<file path="src/rtl/adc_seq_pkg.sv">
package adc_seq_pkg;

  localparam int unsigned PS_W   = 3;
  localparam int unsigned DIV_W  = (1 << PS_W);
  localparam int unsigned BYTE_W = 8;

  localparam int unsigned B_START = 7;
  localparam int unsigned B_AUTO  = 6;
  localparam int unsigned B_FLAG  = 5;
  localparam int unsigned B_IEN   = 4;
  localparam int unsigned B_RSV   = 3;

  typedef struct packed {
    logic            busy;
    logic            auto_en;
    logic            flag;
    logic            irq_en;
    logic [PS_W-1:0] ps;
  } ctrl_t;

  function automatic logic [DIV_W-1:0] div_ratio(input logic [PS_W-1:0] ps);
    if (ps <= 1)
      return DIV_W'(2);
    else
      return DIV_W'(1) << ps;
  endfunction

  function automatic logic [BYTE_W-1:0] pack_ctrl(input ctrl_t c);
    logic [BYTE_W-1:0] b;
    b          = '0;
    b[B_START] = c.busy;
    b[B_AUTO]  = c.auto_en;
    b[B_FLAG]  = c.flag;
    b[B_IEN]   = c.irq_en;
    b[PS_W-1:0] = c.ps;
    return b;
  endfunction

endpackage

</file>
<file path="src/rtl/adc_trig_edge.sv">
module adc_trig_edge #(
  parameter int unsigned N_TRIG = 8,
  localparam int unsigned SEL_W = (N_TRIG > 1) ? $clog2(N_TRIG) : 1
) (
  input  logic              clk,
  input  logic              rst_n,
  input  logic [N_TRIG-1:0] trig_in,
  input  logic [SEL_W-1:0]  trig_sel,
  output logic              rise_o
);

  logic cur_q;
  logic prev_q;
  logic sel_bit;

  assign sel_bit = trig_in[trig_sel];

  always_ff @(posedge clk or negedge rst_n) begin
    if (!rst_n) begin
      cur_q  <= 1'b0;
      prev_q <= 1'b0;
    end else begin
      cur_q  <= sel_bit;
      prev_q <= cur_q;
    end
  end

  assign rise_o = cur_q & ~prev_q;

  AST_EDGE_SINGLE: assert property (@(posedge clk) disable iff (!rst_n)
    rise_o |=> !rise_o);

endmodule

</file>
<file path="src/rtl/adc_prescaler.sv">
module adc_prescaler
  import adc_seq_pkg::*;
(
  input  logic            clk,
  input  logic            rst_n,
  input  logic [PS_W-1:0] ps,
  input  logic            gate_en,
  output logic            conv_clk,
  output logic            wrap_o
);

  logic [DIV_W-1:0] cnt_q;
  logic [DIV_W-1:0] ratio_q;
  logic [DIV_W-1:0] half;
  logic             phase;

  assign wrap_o = (cnt_q == ratio_q - DIV_W'(1));
  assign half   = ratio_q >> 1;
  assign phase  = (cnt_q >= half);

  always_ff @(posedge clk or negedge rst_n) begin
    if (!rst_n) begin
      cnt_q   <= '0;
      ratio_q <= DIV_W'(2);
    end else if (wrap_o) begin
      cnt_q   <= '0;
      ratio_q <= div_ratio(ps);
    end else begin
      cnt_q   <= cnt_q + DIV_W'(1);
    end
  end

  assign conv_clk = gate_en & phase;

  AST_CNT_RANGE: assert property (@(posedge clk) disable iff (!rst_n)
    cnt_q < ratio_q);

  AST_RATIO_AT_WRAP: assert property (@(posedge clk) disable iff (!rst_n)
    !wrap_o |=> $stable(ratio_q));

  AST_GATED_IDLE: assert property (@(posedge clk) disable iff (!rst_n)
    !gate_en |-> !conv_clk);

endmodule

</file>
<file path="src/rtl/adc_ctrl_reg.sv">
module adc_ctrl_reg
  import adc_seq_pkg::*;
(
  input  logic              clk,
  input  logic              rst_n,
  input  logic              bus_wr,
  input  logic [BYTE_W-1:0] bus_wdata,
  input  logic              trig_rise,
  input  logic              conv_done,
  input  logic              irq_ack,
  input  logic              gie,
  output ctrl_t             ctrl_q,
  output logic              start_pls,
  output logic              irq
);

  logic start_sw;
  logic start_hw;
  logic start_now;
  logic finish_now;
  logic flag_clr;
  logic unused_rsv;

  assign unused_rsv = bus_wdata[B_RSV];

  assign start_sw   = bus_wr & bus_wdata[B_START];
  assign start_hw   = trig_rise & ctrl_q.auto_en;
  assign start_now  = ~ctrl_q.busy & (start_sw | start_hw);
  assign finish_now = ctrl_q.busy & conv_done;
  assign flag_clr   = irq_ack | (bus_wr & bus_wdata[B_FLAG]);

  always_ff @(posedge clk or negedge rst_n) begin
    if (!rst_n) begin
      ctrl_q    <= '0;
      start_pls <= 1'b0;
    end else begin
      start_pls <= start_now;
      if (bus_wr) begin
        ctrl_q.auto_en <= bus_wdata[B_AUTO];
        ctrl_q.irq_en  <= bus_wdata[B_IEN];
        ctrl_q.ps      <= bus_wdata[PS_W-1:0];
      end
      if (start_now)
        ctrl_q.busy <= 1'b1;
      else if (finish_now)
        ctrl_q.busy <= 1'b0;
      if (finish_now)
        ctrl_q.flag <= 1'b1;
      else if (flag_clr)
        ctrl_q.flag <= 1'b0;
    end
  end

  assign irq = ctrl_q.flag & ctrl_q.irq_en & gie;

  AST_START_ONE_CYCLE: assert property (@(posedge clk) disable iff (!rst_n)
    start_pls |=> !start_pls);

  AST_START_MEANS_BUSY: assert property (@(posedge clk) disable iff (!rst_n)
    start_pls |-> ctrl_q.busy);

  AST_NO_ABORT: assert property (@(posedge clk) disable iff (!rst_n)
    (ctrl_q.busy && !conv_done) |=> ctrl_q.busy);

  AST_DONE_SETS_FLAG: assert property (@(posedge clk) disable iff (!rst_n)
    (ctrl_q.busy && conv_done) |=> (ctrl_q.flag && !ctrl_q.busy));

  AST_ACK_CLEARS: assert property (@(posedge clk) disable iff (!rst_n)
    (irq_ack && !(ctrl_q.busy && conv_done)) |=> !ctrl_q.flag);

endmodule

</file>
<file path="src/rtl/adc_seq_ctrl.sv">
module adc_seq_ctrl
  import adc_seq_pkg::*;
#(
  parameter int unsigned N_TRIG = 8,
  localparam int unsigned SEL_W = (N_TRIG > 1) ? $clog2(N_TRIG) : 1
) (
  input  logic              clk,
  input  logic              rst_n,
  input  logic              bus_wr,
  input  logic [BYTE_W-1:0] bus_wdata,
  output logic [BYTE_W-1:0] bus_rdata,
  input  logic [SEL_W-1:0]  trig_sel,
  input  logic [N_TRIG-1:0] trig_in,
  input  logic              gie,
  input  logic              irq_ack,
  input  logic              conv_done,
  output logic              conv_clk,
  output logic              conv_start,
  output logic              irq
);

  ctrl_t ctrl_q;
  logic  trig_rise;
  logic  div_wrap;

  adc_trig_edge #(.N_TRIG(N_TRIG)) u_edge (
    .clk      (clk),
    .rst_n    (rst_n),
    .trig_in  (trig_in),
    .trig_sel (trig_sel),
    .rise_o   (trig_rise)
  );

  adc_ctrl_reg u_reg (
    .clk       (clk),
    .rst_n     (rst_n),
    .bus_wr    (bus_wr),
    .bus_wdata (bus_wdata),
    .trig_rise (trig_rise),
    .conv_done (conv_done),
    .irq_ack   (irq_ack),
    .gie       (gie),
    .ctrl_q    (ctrl_q),
    .start_pls (conv_start),
    .irq       (irq)
  );

  adc_prescaler u_div (
    .clk      (clk),
    .rst_n    (rst_n),
    .ps       (ctrl_q.ps),
    .gate_en  (ctrl_q.busy),
    .conv_clk (conv_clk),
    .wrap_o   (div_wrap)
  );

  assign bus_rdata = pack_ctrl(ctrl_q);

  AST_IRQ_NEEDS_GIE: assert property (@(posedge clk) disable iff (!rst_n)
    !gie |-> !irq);

  AST_IRQ_NEEDS_FLAG: assert property (@(posedge clk) disable iff (!rst_n)
    irq |-> bus_rdata[B_FLAG]);

  AST_RSV_ZERO: assert property (@(posedge clk) disable iff (!rst_n)
    !bus_rdata[B_RSV]);

  AST_WRAP_SEEN: assert property (@(posedge clk) disable iff (!rst_n)
    div_wrap |=> !conv_clk);

endmodule

</file>
<file path="config.mk">
export PLATFORM = sky130hd
export DESIGN_NAME = adc_seq_ctrl
export DESIGN_NICKNAME = d
export VERILOG_FILES = /design/src/rtl/adc_seq_pkg.sv /design/src/rtl/adc_trig_edge.sv /design/src/rtl/adc_prescaler.sv /design/src/rtl/adc_ctrl_reg.sv /design/src/rtl/adc_seq_ctrl.sv
export SDC_FILE = /design/constraint.sdc
export NUM_CORES = 1
export LEC_CHECK = 0
export ABC_AREA = 1
export BUFFER_PORTS_ARGS = -buffer_cell sky130_fd_sc_hd__buf_2
export CAP_MARGIN = 25
export CORE_UTILIZATION = 35
export CTS_BUF_LIST = sky130_fd_sc_hd__clkbuf_4 sky130_fd_sc_hd__clkbuf_8
export DETAILED_ROUTE_END_ITERATION = 12
export GPL_TIMING_DRIVEN = 1
export MAX_ROUTING_LAYER = met4
export RECOVER_POWER = 25
export SYNTH_ARGS = -nofsm -noshare
export SYNTH_HDL_FRONTEND = slang
export SYNTH_HIERARCHICAL = 1
export SYNTH_SLANG_ARGS = --single-unit
</file>
<file path="constraint.sdc">
create_clock -name clk -period 1.8 [get_ports clk]
set_clock_uncertainty 0.05 [all_clocks]
set_input_delay 0.45 -clock clk [delete_from_list [all_inputs] [get_ports clk]]
set_output_delay 0.45 -clock clk [all_outputs]
set_load 0.005 [all_outputs]
</file>
==> impl_metrics.toml, run 1 <==
[cts]
cts_buffer_depth = 2
cts_tree = "done"
clk_latency_ns = 0.27
holdBufCountCts = 0
root_buffer = "clkbuf_8"
cts_buffers = 3
htree_levels = 1
clkSlewWorstSetupHoldPaths_ns = 0.10
clkSinkCount = 26

[timing]
fin_crit_sh = 1.20
fmax_mhz = 465
tightest_slew_ns = 1.43
holdWs_ns = 0.331
setup_ws_ns = -0.352
slew_headroom = 0.0472
hold_violations = 0
period_minus_slack_ns = 2.15
slew_viol_final = 0
rsz0062_at_grt = "yes"
setup_viol = 17

[placement]
place_ws_ns = -0.0961
place_hpwl_um = 3030
placed_area_mm2 = 0.00220
gp_congestion = 0.794
numPortBuffers = 33

[grt]
track_usage = 0.161
grt_overflow_total = 0
grt_pass1_vias = 1485
grt_max_degree = 27
antenna_found_initial = 0
grt_pass1_wl_um = 6510

[floorplan]
die_w_um = 73.9
io_pins = 36
die-area_mm2 = 0.00546
die_y_um = 73.9
rows = 25
core_mm2 = 0.00485
start_util = 0.373

[power_and_ir_drop]
powerDensity_mw_per_mm2 = 524
power_mw = 1.26
p_leak_nw = 1.37
peakVddDrop_v = 0.000267

[detailed_routing]
totalWireLength_um = 4160
vias = 1743
drc = 0
firstDrtPassIters = 4
wire_per_inst_um = 10.7
vias_per_cell = 4.49
drt_iter0_markers = 86
drtAntennaViolNets = 0

[finish]
postLayoutCoreUtil = 0.496
final_cell_mix = "nand2_1, inv_1, buf_2"
n_antenna_cell = 0
drive_above_1_share = 0.324
synthToLayoutAreaGrowth_pct = 32.8
stdcell_area_mm2 = 0.00240
nFillCells = 486
nets = 356
layout_commonest_cell = "nand2_1"

[setup_path]
worst-path-max-fanout = 3
worst_ep_required_time_ns = 1.30
crit_arrival_ns = 1.65
start_kind = "flop"
cp-end-kind = "output pin"
crit_type = "flop to output pin"

[synthesis]
synth_fp_nets = 296
synth_area_mm2 = 0.00181
synthCells = 262
yosysWarnings = 6
avgSynthCellArea_um2 = 6.91

[run_status]
violations = "setup timing"
status = "finished, violations left"

[run]
max_cap_viol_count = 0

[hold_path]
worstHoldPathType = "input pin to flop"
[report_power, final]
group	leakage, nW	internal, mW	total [mW]	switching [mW]
clock	0.0357	0.298	0.497	0.200
combinational	1.01	0.0594	0.129	0.0700
sequential	0.329	0.609	0.632	0.0225
total	1.37	0.967	1.26	0.292
[worst max-delay path: stages (launching register included)]
cell,delay (ns)
dfrtp_1,0.41
inv_2,0.10
ha_4,0.21
nand2_1,0.07
inv_1,0.06
o21ai_1,0.07
nand2_1,0.06
nand2_1,0.07
o2111ai_2,0.10
nand2_1,0.08
inv_1,0.03
buf_2,0.11
[final timing paths]
kind / start / end / slack, ns / depth (start not counted)
min: bus_wdata[6] / u_reg/ctrl_q[5] / 0.33 / 3
max: u_div/ratio_q[4] / conv_clk / -0.35 / 11
max reg2reg: u_div/ratio_q[1] / u_div/ratio_q[3] / -0.13 / 9
max in group asynchronous: rst_n / u_div/cnt_q[2] / 0.43 / 1
min reg2reg: u_edge/cur_q / u_edge/prev_q / 0.35 / 0
min in group asynchronous: rst_n / u_reg/ctrl_q[0] / 0.44 / 1
[area by class of cell]
| class | count | area [um2] | area share |
|---|---|---|---|
| Multi-Input combinational cell | 174 | 1020 | 0.424 |
| Tap cell | 67 | 83.8 | 0.0349 |
| Sequential cell | 26 | 652 | 0.271 |
| Inverter | 59 | 221 | 0.0921 |
| Timing Repair Buffer | 58 | 355 | 0.148 |
| Clock buffer | 3 | 41.3 | 0.0172 |
| Clock inverter | 1 | 30.0 | 0.0125 |
[sequential cells by signal, summed over array words and instances, names as in the netlist]
| name | count |
|---|---|
| u_div/ratio_q | 8 |
| u_edge/cur_q | 1 |
| u_div/cnt_q | 8 |
| u_edge/prev_q | 1 |
| u_reg/ctrl_q | 7 |
| u_reg/start_pls | 1 |
[through the flow]
step | setup TNS [ns] | cells
finish | -2.24 | 388
global route | -3.43 | 388
CTS | -1.33 | 387
floorplan | -0.360 | 262
detailed placement | -1.29 | 380
global placement | -1.48 | 380
[layer usage]
metal,vias up,wire [um],track usage
li1,920,-,-
met1,782,2000,0.211
met2,35,2000,0.258
met3,6,118,0.0302
met4,0,49,0.0321
met5,-,0,-
[timing repair]
action                     CTS  global route
resized for setup           10            17
setup endpoints to repair   17            17
gates cloned                 1             0
pin swaps                    4            10
setup buffers                2             1
Power figures use the tool's default switching activity.
==> inputs of run 2 (changes only) <==
==> constraint.sdc (replaced) <==
create_clock -name clk -period 2.4 [get_ports clk]
set_clock_uncertainty 0.05 [all_clocks]
set_input_delay 0.6 -clock clk [delete_from_list [all_inputs] [get_ports clk]]
set_output_delay 0.6 -clock clk [all_outputs]
set_load 0.005 [all_outputs]
==> run 2 against run 1 <==
The flow now finishes without violations. Worst hold slack improved by 0.0057 ns. Critical path depth fell by 2. Setup slack improved by 0.46 ns. Largest power group unchanged.
==> impl_metrics.toml, run 2 (synthesis gave the netlist of run 1 again) <==
[power_and_ir_drop]
p_sw_frac = 0.234
combPwrFrac = 0.102
power_frac_seq = 0.500
internal-power_mw = 0.724
powerDensity_mw_per_mm2 = 411
peakVddDrop_v = 0.000401
pwr-share-clk = 0.397
p_switching_mw = 0.222
p_leak_nw = 1.32

[cts]
cts_tree = "done"
clk_latency_ns = 0.27
clkSinkCount = 26
cts_buffer_depth = 2
htree_levels = 1
holdBufCountCts = 0
clkSlewWorstSetupHoldPaths_ns = 0.10
root_buffer = "clkbuf_8"
cts_buffers = 3

[setup_path]
crit_type = "flop to output pin"
worst-path-max-fanout = 3
start_kind = "flop"
crit_arrival_ns = 1.64
worst_ep_required_time_ns = 1.75
cp-end-kind = "output pin"

[timing]
period_minus_slack_ns = 2.29
fmax_mhz = 437
hold_violations = 0
tightest_slew_ns = 1.44
slew_viol_final = 0
slew_headroom = 0.0392
setup_viol = 0
finalSetupTns_ns = 0
fin_crit_sh = 0.954

[detailed_routing]
drtAntennaViolNets = 0
drc = 0
wire_per_inst_um = 10.3
drt_iter0_markers = 79
vias_per_cell = 4.38
firstDrtPassIters = 4
vias = 1660
totalWireLength_um = 3900

[run]
max_cap_viol_count = 0

[finish]
reg_top3 = "u_div/cnt_q x8, u_div/ratio_q x8, u_reg/ctrl_q x7"
multiInputGateArea_um2 = 982
layout_commonest_cell = "nand2_1"
postLayoutCoreUtil = 0.475
final_cell_mix = "nand2_1, inv_1, buf_2"
synthToLayoutAreaGrowth_pct = 27.2
stdcell_area_mm2 = 0.00230
nets = 347
nFillCells = 479
n_antenna_cell = 0
drive_above_1_share = 0.276
regArea_um2 = 654

[floorplan]
core_mm2 = 0.00485
rows = 25
start_util = 0.373
die_y_um = 73.9
die_w_um = 73.9
io_pins = 36
die-area_mm2 = 0.00546

[hold_path]
worstHoldPathType = "flop to flop"

[placement]
placed_area_mm2 = 0.00206
numPortBuffers = 33
gp_congestion = 0.862
place_hpwl_um = 2820

[grt]
antenna_found_initial = 0
track_usage = 0.154
grt_pass1_wl_um = 6260
grt_max_degree = 27
grt_pass1_vias = 1437
grt_overflow_total = 0

[run_status]
status = "complete, no violations"
## run 2: power groups by stage
stage	sequential [mW]	combinational, mW	clock (mW)
detailed placement	0.482	0.100	0
floorplan	0.481	0.0468	0
global placement	0.482	0.0992	0
global route	0.476	0.112	0.396
finish	0.473	0.0966	0.376
CTS	0.474	0.101	0.381
## run 2: metal layers
layer / up-vias / GRT usage / part of all wire
li1: 897 / - / -
met1: 730 / 0.200 / 0.49
met2: 27 / 0.246 / 0.47
met3: 6 / 0.0288 / 0.020
met4: 0 / 0.0363 / 0.020
met5: - / - / 0
## run 2: final cells by class
| cell class | count | area share |
|---|---|---|
| multi-input cells | 173 | 0.426 |
| flip-flops and latches | 26 | 0.284 |
| clock buffers | 3 | 0.0179 |
| repair buffers | 50 | 0.126 |
| clock inverters | 1 | 0.0130 |
| inverters | 59 | 0.0961 |
| well taps | 67 | 0.0364 |
## run 2: timing repair
item,4_1_cts,5_1_grt
pin swaps,0,5
endpoints found under the setup margin,1,1
resized for setup,0,19
buffers inserted,1,11
## run 2: metrics by stage
step | hold WS (ns) | power, mW | cells | worst slack, ns
final | 0.336 | 0.946 | 379 | 0.110
after global routing | 0.347 | 0.985 | 379 | -0.0000362
after CTS | 0.299 | 0.955 | 368 | 0.00775
after detailed placement | 0.318 | 0.582 | 363 | 0.317
after global placement | 0.318 | 0.581 | 363 | 0.319
after floorplan | 0.254 | 0.528 | 262 | 0.522
## run 2: path summary, 6_finish.rpt
kind	startpoint	endpoint	slack, ns	depth (start not counted)
max	u_div/ratio_q[1]	conv_clk	0.11	9
min in group asynchronous	rst_n	u_div/ratio_q[5]	0.60	1
max reg2reg	u_div/ratio_q[1]	u_div/ratio_q[5]	0.22	13
min	u_edge/cur_q	u_edge/prev_q	0.34	0
min reg2reg	u_edge/cur_q	u_edge/prev_q	0.34	0
max in group asynchronous	rst_n	u_div/cnt_q[2]	0.76	1
## run 2: worst max-delay path, cell delays in order, from the launching register on
cell	delay [ns]
dfstp_2	0.60
ha_4	0.13
nor2_1	0.04
o21ai_2	0.11
nand2_1	0.05
nand2_1	0.07
o2111ai_2	0.12
nand2_1	0.09
inv_1	0.03
buf_2	0.11
